File: src/rtl/supply_lockout_seq.sv
module supply_lockout_seq #(
  parameter int RECOVER_CYC = 4000
) (
  input  logic clk,
  input  logic rst_n,
  input  logic supply_low,
  input  logic sel_in,
  input  logic wr_in,
  input  logic rd_in,
  output logic sel_out,
  output logic wr_out,
  output logic rd_ok,
  output logic locked
);
  localparam int CNT_W = (RECOVER_CYC > 2) ? $clog2(RECOVER_CYC) : 1;
  localparam logic [CNT_W-1:0] LAST = CNT_W'(RECOVER_CYC - 1);

  typedef enum logic [1:0] {ST_LOCK, ST_RECOVER, ST_RUN} st_t;

  st_t             st;
  logic [CNT_W-1:0] cnt;
  logic [1:0]      sync_q;
  logic            fail_s;
  logic            gate_open;

  always_ff @(posedge clk or negedge rst_n)
    if (!rst_n) sync_q <= 2'b11;
    else        sync_q <= {sync_q[0], supply_low};

  assign fail_s = sync_q[1];

  always_ff @(posedge clk or negedge rst_n) begin
    if (!rst_n) begin
      st  <= ST_LOCK;
      cnt <= '0;
    end else begin
      case (st)
        ST_LOCK:
          if (!fail_s) begin
            st  <= ST_RECOVER;
            cnt <= '0;
          end
        ST_RECOVER:
          if (fail_s)           st  <= ST_LOCK;
          else if (cnt == LAST) st  <= ST_RUN;
          else                  cnt <= cnt + 1'b1;
        ST_RUN:
          if (fail_s) st <= ST_LOCK;
        default: st <= ST_LOCK;
      endcase
    end
  end

  assign gate_open = (st == ST_RUN) && !fail_s;
  assign sel_out   = gate_open & sel_in;
  assign wr_out    = gate_open & sel_in & wr_in;
  assign rd_ok     = gate_open & sel_in & rd_in & ~wr_in;
  assign locked    = ~gate_open;

  assert_lockout_lag_R3: assert property (@(posedge clk) disable iff (!rst_n)
    supply_low |-> ##2 (!sel_out && !wr_out && !rd_ok));

  assert_release_after_count_R5: assert property (@(posedge clk) disable iff (!rst_n)
    (st == ST_RUN && $past(st) != ST_RUN) |-> ($past(st) == ST_RECOVER && $past(cnt) == LAST));

  assert_restart_on_fail_R6: assert property (@(posedge clk) disable iff (!rst_n)
    (st == ST_RECOVER && fail_s) |=> (st == ST_LOCK));

  assert_write_beats_read_R7: assert property (@(posedge clk) disable iff (!rst_n)
    wr_out |-> (sel_out && !rd_ok));

  assert_locked_quiet_R2: assert property (@(posedge clk) disable iff (!rst_n)
    locked |-> (!sel_out && !wr_out && !rd_ok));
endmodule

File: config.mk
export PLATFORM = sky130hd
export DESIGN_NAME = supply_lockout_seq
export DESIGN_NICKNAME = d
export VERILOG_FILES = /design/src/rtl/supply_lockout_seq.sv
export SDC_FILE = /design/constraint.sdc
export NUM_CORES = 1
export LEC_CHECK = 0
export BUFFER_PORTS_ARGS = -buffer_cell sky130_fd_sc_hd__buf_4
export CORE_MARGIN = 2
export CORE_UTILIZATION = 55
export CTS_BUF_LIST = sky130_fd_sc_hd__clkbuf_16
export DETAILED_ROUTE_END_ITERATION = 8
export PLACE_DENSITY = 0.76
export SYNTH_ARGS = -nofsm -noshare
export SYNTH_HDL_FRONTEND = slang
export SYNTH_SLANG_ARGS = --single-unit
File: constraint.sdc
create_clock -name clk -period 2.1 [get_ports clk]
set_input_delay 0.315 -clock clk [delete_from_list [all_inputs] [get_ports clk]]
set_output_delay 0.315 -clock clk [all_outputs]
set_load 0.005 [all_outputs]
* Word-level counts from Yosys, hierarchy flattened
Cells that the tools add are included.
** Cells by class
- Add/sub/neg operators :: 1
- Eq/ne operators :: 8
- Muxes and demuxes :: 9
- Bitwise gates (word level) :: 6
- Reduce and logical (&&, ||, !) cells :: 6
** Operators with widths (count)
- $mux W12 :: 3
- $pmux W12 S2 :: 1
- $add A12 B1 Y12 const B :: 1
- $eq A12 B12 Y1 const B :: 1
- $mux W2 :: 4
- $ne A2 B2 Y1 const B :: 4
- $pmux W2 S3 :: 1
- $and A1 B1 Y1 :: 4
- $reduce_and A4 Y1 :: 1
- $ne A3 B3 Y1 const B :: 1
- $reduce_and A3 Y1 :: 1
- $eq A2 B1 Y1 const B :: 1
- $eq A2 B2 Y1 const B :: 1
- $logic_not A2 Y1 :: 1
- $not A1 Y1 :: 2
- $reduce_bool A2 Y1 :: 1
- $logic_and A1 B1 Y1 :: 1
- $logic_not A1 Y1 :: 1
** Word-level totals
- Bits in registers :: 16
- Word-level logic and storage cells :: 33

* Longest topological paths before layout
- Word-level depth :: 5
- Mapped depth :: 6

* Worst setup path before layout
OpenSTA, ideal clock, no wires.
- Path type :: register to register
- From :: register cnt[0]
- To :: register cnt[9]
- Setup time :: 110 ps
- Arrival :: 1502 ps
- Required time :: 1990 ps
- Path slack :: 488 ps
- Cell stages (with the launch flop) :: 7
- Period minus slack after synthesis :: 1612 ps
- Cells stage by stage :: dfrtp_1 -> ha_1 -> nand3_1 -> o41ai_4 -> or2_1 -> buf_6 -> o41ai_1
** Between the ends
- Cells in the longest elaborated chain, start to end :: 4
** Ends and longest elaborated chain
- start: declaration :: RTL line 21 : logic [CNT_W-1:0] cnt;
- start signal: assignment :: RTL line 46 : else cnt <= cnt + 1'b1;
- $add A12 B1 Y12 :: RTL line 46
- $mux W12 :: RTL line 45 : else if (cnt == LAST) st <= ST_RUN;
- $mux W12 :: RTL line 44 : if (fail_s) st <= ST_LOCK;
- $pmux W12 S2 :: RTL line 37 : case (st)
Parallel ways exist; a longest one is shown, timed or not. The select of a mux whose other input is x is not followed.
A chain may end at the register's enable or synchronous reset.

* Final worst setup path
- From :: register cnt[0]
- To :: register cnt[11]
Same word-level chain as after synthesis.

==> impl_metrics.ini <==
[synthesis]
synth_flop_cell = dfrtp_1
synth_top_area_share_pct = 39.5
ys_seq_area_share_pct = 45.4
synth_edf_count = 0
postSynthCellCount = 91
async_flop_share_pct = 100
synth.avg_cell_area_um2 = 9.75
syn-num-nets = 98
ys_types = 31
ys_warn_count = 0
ys_top_cells_by_area = dfrtp_1, dfstp_2, nand3_1
ys_top_cells_by_count = dfrtp_1, nand2_1, nand3_1, o31ai_1, o21ai_1
synthesis.area_um2 = 887
yosysTopAreaCell = dfrtp_1
ys_seq_elements = 16
synth_most_common_cell = dfrtp_1

[sta]
maxSlewHeadroom_pct = 70.3
period_needed_ns = 1.75
fin_tns_setup_ns = 0
finalHoldViolations = 0
skew_ns = 0.00410
worst_pin_slew_ns = 0.441
finalSetupViolations = 0
fmax_mhz = 571
finalHoldWorstSlack_ns = 0.172
slew_viol_final = 0
rsz0062_at_grt = false
fin_crit_sh_pct = 83.4

[worst_setup_path]
cp_max_fo = 15
worst-path-stages = 6
crit_chain = ha_1, nand3_1, o41ai_4, buf_4, or4_1, nand3_1
cp_common_cell = nand3_1
required_ns = 2.28
crit_family = simple AND/OR/NAND/NOR gates
critPathArrivalTime_ns = 1.94
cpPeakStageDelay_ns = 0.47
cpMaxStageDelayCell = or4_1
worstSetupEndpointType = flip-flop
path_class = reg -> reg
worst_r2r_path_depth = 6
path_buf_inv = 1
start_kind = flip-flop

[detailed_routing]
drc = 0
routed_wl_mm = 1.80
wl_per_cell_um = 15.7
drt-pass1-iter-count = 4
vias = 725
drt.antenna.violating_nets = 0
viasPerCell = 6.30
initialDrtViolationCount = 19

[floorplan]
start_util_pct = 58.9
core_region_area_um2 = 1510
fp.dieW_um = 44.2
dieArea_um2 = 1950
die_height_um = 44.2
rows = 14
ios = 10

[pwr]
p_switching_uw = 168
leakagePower_nw = 0.483
power.density_nw_per_um2 = 760
p_int_uw = 602
total_power_uw = 769
switching_share_pct = 21.8
combPwrFrac_pct = 7.1
power_frac_seq_pct = 44.7
clockPowerShare_pct = 48.2
irDropWorstVdd_v = 0.000549

[layout]
fill_cells = 108
diodes = 0
layout.nets = 107
drive_above_1_share_pct = 19.2
syn_to_final_growth_pct = 14.1

[global_route]
busiest_layer = met1
antenna_found_initial = 0
grt_pass1_vias = 637
met1_usage_pct = 31.6
grt_use_total_pct = 21.4
grt_max_degree = 17
grt_util_met3_pct = 3.67
use_met2_pct = 30.0
grt_first_pass_wirelength_mm = 3.02
grt_overflow = 0

[place]
port_buffers = 9
dpl.hpwl_mm = 1.19
routabilityCongestion = 0.842

[clocking]
cts_buffers = 3
clk_latency_ns = 0.25
cts_tree = yes
clock-root-buffer = clkbuf_16
clk_path_buf_depth = 2
h-tree-depth = 1
cts_num_sinks = 16
path_clk_slew_ns = 0.05

[worst_hold_path]
worstHoldPathCells = 1
hold_class = in -> reg

[run_status]
status = finished, final reports clean

[flow_run]
drv_cap = 0
==> what timing repair did <==
item,CTS,global route
hold buffers,1,0
setup endpoints to repair,0,0
gates resized for setup,0,0
setup buffers,0,0
endpoints found under the hold margin,14,0
==> placed cells by master, fill, tap and decap left out, types with 2 or more instances in the layout <==
master / instances
nand4_1: 3
clkbuf_16: 3
and3_1: 4
o21ai_1: 5
a21oi_1: 2
o21ai_0: 4
o31ai_1: 6
o311ai_1: 2
nand2_1: 10
nand3_1: 9
and2_1: 2
buf_4: 10
dfrtp_1: 14
inv_1: 4
a31oi_1: 3
dfstp_2: 2
==> power groups by stage <==
stage / Sequential [mW] / Combinational [mW] / Clock, mW
after detailed placement: 0.348 / 0.0522 / 0
after floorplan: 0.343 / 0.0388 / 0
final: 0.344 / 0.0547 / 0.371
after global routing: 0.346 / 0.0627 / 0.391
after global placement: 0.348 / 0.0503 / 0
after CTS: 0.344 / 0.0555 / 0.377
==> registers in the layout, summed over array words and instances (netlist names) <==
name,count
cnt,12
st,2
sync_q,2
==> final timing paths <==
kind                            slack, ns   endpoint        from
min in group asynchronous            0.46    cnt[11]       rst_n
max in group asynchronous            1.39  sync_q[1]       rst_n
worst min-delay path                 0.17  sync_q[0]  supply_low
worst max-delay path                 0.35    cnt[11]      cnt[0]
worst min register to register       0.36  sync_q[1]   sync_q[0]
worst max register to register       0.35    cnt[11]      cnt[0]
==> stage by stage <==
stage	cell area (um^2)	setup slack (ns)	instances	util [%]
2_1_floorplan	887	0.488	91	-
3_3_place_gp	923	0.414	110	61.3
3_5_place_dp	923	0.370	110	61.3
4_1_cts	1010	0.361	115	67.2
5_1_grt	1010	0.193	115	67.2
6_report	1010	0.349	115	67.2
==> per-layer routing <==
layer  part of all wire, %  wire, um
met4                   2.2        39
met1                    47       843
met2                    47       853
met3                   3.5        63
met5                     0         0
==> worst reg2reg max path, delay by kind of cell (launching register included) <==
kind,cells,cell delay [ns]
buf+inv,1,0.20
fa+ha+maj,1,0.24
simple gates,3,0.76
compound gates,1,0.08
flops,1,0.41
==> cells by family after synthesis <==
logic type,after synthesis,share of synthesized area (%)
AND/OR/NAND/NOR,38,24.4
buffers and inverters,11,8.32
AO/OA/AOI/OAI,25,20.5
flip-flops,16,45.4
adder cells (fa/ha/maj),1,1.41
==> final cells by class <==
cell class	instances	area (um^2)	area share (%)
Inverter	4	15.0	1.48
Tap cell	16	20.0	1.98
Multi-Input combinational cell	64	410	40.5
Clock buffer	3	75.1	7.42
Timing Repair Buffer	11	85.1	8.41
Clock inverter	1	3.75	0.371
Sequential cell	16	403	39.8
Power figures use the tool's default switching activity.
